<file path="src/rtl/fsl_pkg.sv">
package fsl_pkg;

  typedef struct packed {
    logic dp;
    logic dm;
  } line_t;

  localparam line_t LINE_IDLE_J = '{dp: 1'b1, dm: 1'b0};

  typedef enum logic [1:0] {
    PWR_OFF     = 2'd0,
    PWR_DISABLE = 2'd1,
    PWR_SHARE   = 2'd2,
    PWR_NORMAL  = 2'd3
  } pwr_t;

  function automatic pwr_t pwr_mode(input logic vbus, input logic vlog);
    case ({vbus, vlog})
      2'b11:   return PWR_NORMAL;
      2'b01:   return PWR_SHARE;
      2'b10:   return PWR_DISABLE;
      default: return PWR_OFF;
    endcase
  endfunction

  // Three-wire encoding: single-ended zero wins over data.
  function automatic line_t tx_three(input logic dat, input logic se0);
    line_t l;
    l.dp = ~se0 & dat;
    l.dm = ~se0 & ~dat;
    return l;
  endfunction

  // Differential decision with hold on both-low / both-high.
  function automatic logic diff_next(input line_t l, input logic prev);
    case ({l.dp, l.dm})
      2'b10:   return 1'b1;
      2'b01:   return 1'b0;
      default: return prev;
    endcase
  endfunction

endpackage

</file>
<file path="src/rtl/fsl_sync.sv">
module fsl_sync
  import fsl_pkg::*;
#(
  parameter int    STAGES  = 2,
  parameter line_t RST_VAL = LINE_IDLE_J
) (
  input  logic  clk,
  input  logic  rst_n,
  input  line_t d,
  output line_t q
);
  localparam int LAST = STAGES - 1;

  line_t stage [STAGES];

  always_ff @(posedge clk or negedge rst_n) begin
    if (!rst_n) stage[0] <= RST_VAL;
    else        stage[0] <= d;
  end

  for (genvar i = 1; i < STAGES; i++) begin : g_chain
    always_ff @(posedge clk or negedge rst_n) begin
      if (!rst_n) stage[i] <= RST_VAL;
      else        stage[i] <= stage[i-1];
    end
  end

  assign q = stage[LAST];
endmodule

</file>
<file path="src/rtl/fsl_dir_ctl.sv">
module fsl_dir_ctl (
  input  logic clk,
  input  logic rst_n,
  input  logic oe_req,
  input  logic normal,
  output logic drv_line,
  output logic drv_if
);
  logic oe_q;
  logic gap_q;
  logic turn;

  assign turn = (oe_req != oe_q);

  always_ff @(posedge clk or negedge rst_n) begin
    if (!rst_n) begin
      oe_q  <= 1'b1;
      gap_q <= 1'b0;
    end else begin
      oe_q  <= oe_req;
      gap_q <= turn;
    end
  end

  assign drv_line = normal & ~oe_q & ~gap_q;
  assign drv_if   = normal &  oe_q & ~gap_q;

  p_no_overlap_r12: assert property (@(posedge clk) disable iff (!rst_n)
    !(drv_line && drv_if));

  p_gap_after_turn_r12: assert property (@(posedge clk) disable iff (!rst_n)
    turn |=> (!drv_line && !drv_if));

  p_settled_tx_r1: assert property (@(posedge clk) disable iff (!rst_n)
    (normal && !oe_req && !turn && !gap_q) |-> drv_line);
endmodule

</file>
<file path="src/rtl/fsl_rx_decode.sv">
module fsl_rx_decode
  import fsl_pkg::*;
(
  input  logic  clk,
  input  logic  rst_n,
  input  logic  susp,
  input  line_t ls,
  output logic  held
);
  logic last_q;

  always_ff @(posedge clk or negedge rst_n) begin
    if (!rst_n)     last_q <= 1'b1;
    else if (!susp) last_q <= diff_next(ls, last_q);
  end

  assign held = diff_next(ls, last_q);

  p_j_sets_r4: assert property (@(posedge clk) disable iff (!rst_n)
    (!susp && ls.dp && !ls.dm) |=> last_q);

  p_k_clears_r4: assert property (@(posedge clk) disable iff (!rst_n)
    (!susp && !ls.dp && ls.dm) |=> !last_q);

  p_frozen_susp_r5: assert property (@(posedge clk) disable iff (!rst_n)
    susp |=> $stable(last_q));
endmodule

</file>
<file path="src/rtl/fs_line_xcvr.sv">
module fs_line_xcvr
  import fsl_pkg::*;
#(
  parameter bit WIRE5       = 1'b0,
  parameter int SYNC_STAGES = 2
) (
  input  logic clk,
  input  logic rst_n,
  input  logic oe_req,
  input  logic susp_req,
  input  logic enum_req,
  input  logic vbus_ok,
  input  logic vlog_ok,
  input  logic dp_in,
  input  logic dm_in,
  input  logic ifa_in,
  input  logic ifb_in,
  output logic dp_out,
  output logic dm_out,
  output logic line_drv_en,
  output logic pullup_on,
  output logic ifa_out,
  output logic ifb_out,
  output logic if_drv_en,
  output logic rcv_out,
  output logic bus_det
);
  pwr_t  pwr;
  logic  normal;
  logic  sharing;
  logic  drv_line, drv_if;
  line_t raw_line, ls, tx_line;
  logic  held;
  logic  rx_a, rx_b;
  logic  idle_level;

  assign pwr      = pwr_mode(vbus_ok, vlog_ok);
  assign normal   = (pwr == PWR_NORMAL);
  assign sharing  = (pwr == PWR_SHARE);
  assign raw_line = '{dp: dp_in, dm: dm_in};

  fsl_sync #(.STAGES(SYNC_STAGES), .RST_VAL(LINE_IDLE_J)) u_sync (
    .clk(clk), .rst_n(rst_n), .d(raw_line), .q(ls)
  );

  fsl_dir_ctl u_dir (
    .clk(clk), .rst_n(rst_n), .oe_req(oe_req), .normal(normal),
    .drv_line(drv_line), .drv_if(drv_if)
  );

  fsl_rx_decode u_rx (
    .clk(clk), .rst_n(rst_n), .susp(susp_req), .ls(ls), .held(held)
  );

  if (WIRE5) begin : g_five
    assign tx_line    = '{dp: ifa_in, dm: ifb_in};
    assign rx_a       = ls.dp;
    assign rx_b       = ls.dm;
    assign idle_level = ~vbus_ok;
    assign rcv_out    = normal & ~susp_req & held;
    assign bus_det    = 1'b0;

    p_mirror_r7: assert property (@(posedge clk) disable iff (!rst_n)
      if_drv_en |-> (ifa_out == ls.dp && ifb_out == ls.dm));
  end else begin : g_three
    assign tx_line    = tx_three(ifa_in, ifb_in);
    assign rx_a       = susp_req ? ls.dp : held;
    assign rx_b       = ~ls.dp & ~ls.dm;
    assign idle_level = 1'b0;
    assign rcv_out    = 1'b0;
    assign bus_det    = normal;

    p_se0_tx_r2: assert property (@(posedge clk) disable iff (!rst_n)
      (line_drv_en && ifb_in) |-> (!dp_out && !dm_out));
  end

  assign line_drv_en = drv_line;
  assign if_drv_en   = drv_if;
  assign dp_out      = drv_line & tx_line.dp;
  assign dm_out      = drv_line & tx_line.dm;
  assign ifa_out     = drv_if ? rx_a : idle_level;
  assign ifb_out     = drv_if ? rx_b : idle_level;
  assign pullup_on   = normal & enum_req;

  p_sharing_quiet_r9: assert property (@(posedge clk) disable iff (!rst_n)
    sharing |-> (!line_drv_en && !if_drv_en && !bus_det && !rcv_out));

  p_unpowered_r10: assert property (@(posedge clk) disable iff (!rst_n)
    !vlog_ok |-> (!line_drv_en && !if_drv_en));

  p_rcv_low_susp_r5: assert property (@(posedge clk) disable iff (!rst_n)
    susp_req |-> !rcv_out);

  p_pullup_r8: assert property (@(posedge clk) disable iff (!rst_n)
    pullup_on |-> (enum_req && vbus_ok && vlog_ok));
endmodule

</file>
<file path="config.mk">
export PLATFORM = sky130hd
export DESIGN_NAME = fs_line_xcvr
export DESIGN_NICKNAME = d
export VERILOG_FILES = /design/src/rtl/fsl_pkg.sv /design/src/rtl/fsl_sync.sv /design/src/rtl/fsl_dir_ctl.sv /design/src/rtl/fsl_rx_decode.sv /design/src/rtl/fs_line_xcvr.sv
export SDC_FILE = /design/constraint.sdc
export NUM_CORES = 1
export LEC_CHECK = 0
export ABC_CLOCK_PERIOD_IN_PS = 1900
export BUFFER_PORTS_ARGS = -buffer_cell sky130_fd_sc_hd__buf_2
export CORE_AREA = 5 5 42 44
export DETAILED_ROUTE_END_ITERATION = 16
export DIE_AREA = 0 0 47 49
export PLACE_DENSITY = 0.62
export SLEW_MARGIN = 25
export SYNTH_ARGS = -nofsm -noshare
export SYNTH_HDL_FRONTEND = slang
export SYNTH_SLANG_ARGS = --single-unit
</file>
<file path="constraint.sdc">
create_clock -name clk -period 1.9 [get_ports clk]
set_input_delay 0 -clock clk [delete_from_list [all_inputs] [get_ports clk]]
set_output_delay 0 -clock clk [all_outputs]
set_load 0.01 [all_outputs]
</file>
==> results by stage <==
Global route:
- The number of antenna violations at the first check in global routing is 0.
- Across every metal layer, demand over resource in global routing totals 5.67%.
- The wire length of the first global-routing pass is 931 µm.
- The via count of the first global-routing pass is 243.
- The pin count of the biggest net entering global routing is 8.
- After global routing the overflow that remains totals 0.

Floorplan:
- The die extent in x is around 47 µm.
- In this run the vertical extent of the chip is about 49 µm.
- For this configuration, the core starts out at a cell density of 24.5%.
- The initialized floorplan defines 14 standard-cell rows.
- The full die area is 0.00230 mm².
- The area of the core is between 0.001 and 0.0015 mm².
- During I/O placement, the number of pins put on the boundary was 20.

Worst setup path:
- By startpoint and endpoint, the worst setup path is classified as flop to output port.
- The critical path data required time is 1.90 ns.
- The kind of start point of the critical path is a flop.
- The slowest stage of the critical path is the dfstp_2 cell.
- The peak fanout along the critical path is 3.
- Walking the worst path, the cells encountered are inv_1, ha_1, mux2_4, o211a_1, buf_2.
- The buffers plus inverters on the worst setup path is 2.
- For the worst setup path, the data arrival time is around 1.7 ns.
- The largest stage delay on the critical path is ~0.53 ns.
- The sort of element at the end of the critical path is an output port.
- Grouping stages by cell kind, the critical path spends the most delay in flip-flops.

Hold path:
- The classification of the worst-slack hold path is input pin to async pin.

Drt:
- The routed design uses 324 µm of met2 wire.
- The count of nets left with antenna violations after detail routing is 0.
- In this run, the number of DRC markers left after iteration 0 of detailed routing was 1.
- The uppermost layer routed is met3.
- The post-detailed-route via-to-cell ratio is 3.97.
- The overall via count from detail_route is 270.
- The first detailed-routing pass took 2 iterations.
- The detailed route wirelength on metal3 is 80 µm.
- Dividing the detail-routed wire length by the instance count gives about 9.2 µm.
- Wires add up to 625 µm.
- In the final routing, the length of wire on met1 measures 220 µm.
- For this run, design rule violations remaining after detail routing come to 0.

Yosys:
- The share of async-settable or async-resettable flops after synthesis is 100%.
- Ranked by total cell area, the synthesized netlist is headed by dfstp_2 31%, dfrtp_1 22%, ha_1 7.3%.
- The instance count of the mapped netlist is 27.
- After synthesis, the share of cell area in mux cells is around 7.7%.
- The cell area that synthesis handed to floorplanning was 343 µm².
- By area, the combinational part of the netlist is dominated by simple AND/OR/NAND/NOR gates.
- The top flip-flop cell by instance count after synthesis is dfstp_2.
- The xor/xnor cell area share of the yosys netlist is 2.55%.
- The top cell type by area accounts for 30.7% of the synthesized area.
- Yosys mapped a number of flops with a built-in enable equal to 0.
- Summing the areas of all fa, ha and maj instances in the mapped netlist gives 7.30% of the synthesized area.
- Yosys printed 0 warnings.
- After synthesis, flip-flops and latches occupy 52.6% of the total area.
- The net count of the mapped netlist is 40.
- Summing the areas of all and, or, nand and nor instances in the mapped netlist gives 20.4% of the synthesized area.
- The most frequently used cell type in the post-synthesis netlist is dfstp_2.
- The largest area contributor in the netlist is dfstp_2.
- The mean instance size in the synthesized netlist is 12.7 µm².
- Summing the areas of all compound-gate instances in the mapped netlist gives 2.92% of the synthesized area.
- The synthesized design contains 7 register bits.
- The count of different cell masters after synthesis is 18.
- Ranked by instance count, the synthesized netlist is headed by 4 x dfstp_2, 3 x dfrtp_1, 3 x inv_1, 2 x and2_1, 2 x ha_1.

Clock network:
- The clock net sink count is 7.
- The CTS tree is done.
- The cts-stage hold buffer count is 4.
- CTS built an H-tree with a depth of 1.
- The CTS buffer count is 3.
- The later pin in the worst-skew pair is clocked with a latency of 0.24 ns.
- The post-cts repair resize count is 0.
- The maximum count of clock buffers along a single path is 2.
- The library cell used as clock root buffer is clkbuf_4.
- The clock transition time at the flip-flop clock pins of the worst setup and hold paths is 0.05 ns.
- The buffers inserted during post-CTS setup optimization is 0.

Place:
- The placed cell area is 445 µm².
- The number of port buffers is 18.
- Detailed placement ended at an HPWL of approximately 550 µm.
- The weighted congestion reported at the end of routability-driven placement is around 0.56.
- Including well taps, the total number of placed cells is 60.

STA:
- The count of final hold-check violations was 0.
- The worst clock skew is 0.000115 ns.
- The max-slew violation count is 0.
- The post-route minimum period is 1.73 ns.
- For this run, the top clock speed supported by timing is 0.578 GHz.
- Setup violations remaining at the end of the flow were counted as 0.
- Setup repair after global routing left no endpoint under its margin.
- The setup total negative slack is 0 ns.
- Of the available clock period, the critical path in the final layout requires 91.1%.

Power and ir drop:
- The maximum resistive drop on vdd is between 0.2 and 0.3 mV.
- Power spread over the standard cell area amounts to 689 mW/mm².
- For this design the static power due to leakage is 0.288 nW.

Final layout:
- The number of diodes added for antenna fixing is 0.
- The total number of nets in the final design is 66.
- The share of post-route cells with drive strength above 1 is between 50% and 60%.
- The post-route cell area is just over 500 µm².
- For this run, the number of standard cells in the final layout without fillers is 68.
- The synthesis-to-layout area growth is 49.3%.

Outcome:
- The flow ran to the end, and the final reports show no timing, DRC or antenna violations.

Job:
- The max capacitance violation total is 0.
[stage by stage]
| stage | setup slack, ns | power [mW] | util, % | hold slack [ns] |
|---|---|---|---|---|
| 2_1_floorplan | 0.524 | 0.198 | - | -0.296 |
| 3_3_place_gp | 0.435 | 0.217 | 31.8 | -0.167 |
| 3_5_place_dp | 0.417 | 0.220 | 31.8 | -0.162 |
| 4_1_cts | 0.146 | 0.362 | 36.5 | 0.101 |
| 5_1_grt | 0.0713 | 0.376 | 36.5 | 0.124 |
| 6_report | 0.169 | 0.352 | 36.5 | 0.107 |
[path summary, 6_finish.rpt]
kind                                  from         endpoint  slack (ns)  cells past startpoint
hold / removal                       rst_n  u_sync.stage[2]        0.11                      2
setup / recovery               u_sync.q[1]          ifa_out        0.17                      5
min in group clk                  susp_req      u_rx.last_q        0.15                      3
max in group asynchronous            rst_n      u_sync.q[1]        1.57                      2
setup reg to reg               u_sync.q[1]      u_rx.last_q        0.47                      4
hold reg to reg            u_sync.stage[3]      u_sync.q[1]        0.35                      0
[layout make-up]
class	instances	area, µm²
fillers	155	890
flip-flops and latches	7	180
multi-input cells	16	144
repair buffers	22	130
clock buffers	4	26.3
well taps	16	20.0
inverters	3	11.3
[where the power goes]
group	internal [mW]	total [mW]	switching, mW
sequential	0.165	0.170	0.00459
clock	0.0798	0.130	0.0498
combinational	0.0316	0.0527	0.0212
[cells by family (layout without fill, tap and decap cells)]
family	count (synthesis)	count (layout)
mux	2	2
flops	7	7
buf+inv	4	29
simple gates	9	9
compound gates	1	1
xor+xnor	1	1
other cells	1	1
fa+ha+maj	2	2
[flip-flops by register name (all words and copies together) (netlist names)]
signal	cells
u_rx.last_q	1
u_dir.gap_q	1
u_sync.q	2
u_sync.stage	2
u_dir.oe_q	1
[metal layers]
layer,GRT usage [%],vias up
met5,0,-
met4,5.53,0
met3,1.11,0
met2,7.92,13
met1,6.73,121
li1,-,136
[cells in the final DEF, fill, tap and decap left out, types with 2 or more instances in the layout]
master | synthesis | final
and2_1 | 2 | 2
dfrtp_1 | 3 | 3
inv_1 | 3 | 3
buf_2 | 0 | 18
ha_1 | 2 | 2
clkbuf_4 | 0 | 3
dfstp_2 | 4 | 4
dlygate4sd3_1 | 0 | 4
Note: power is estimated with default switching activity, not from simulation.
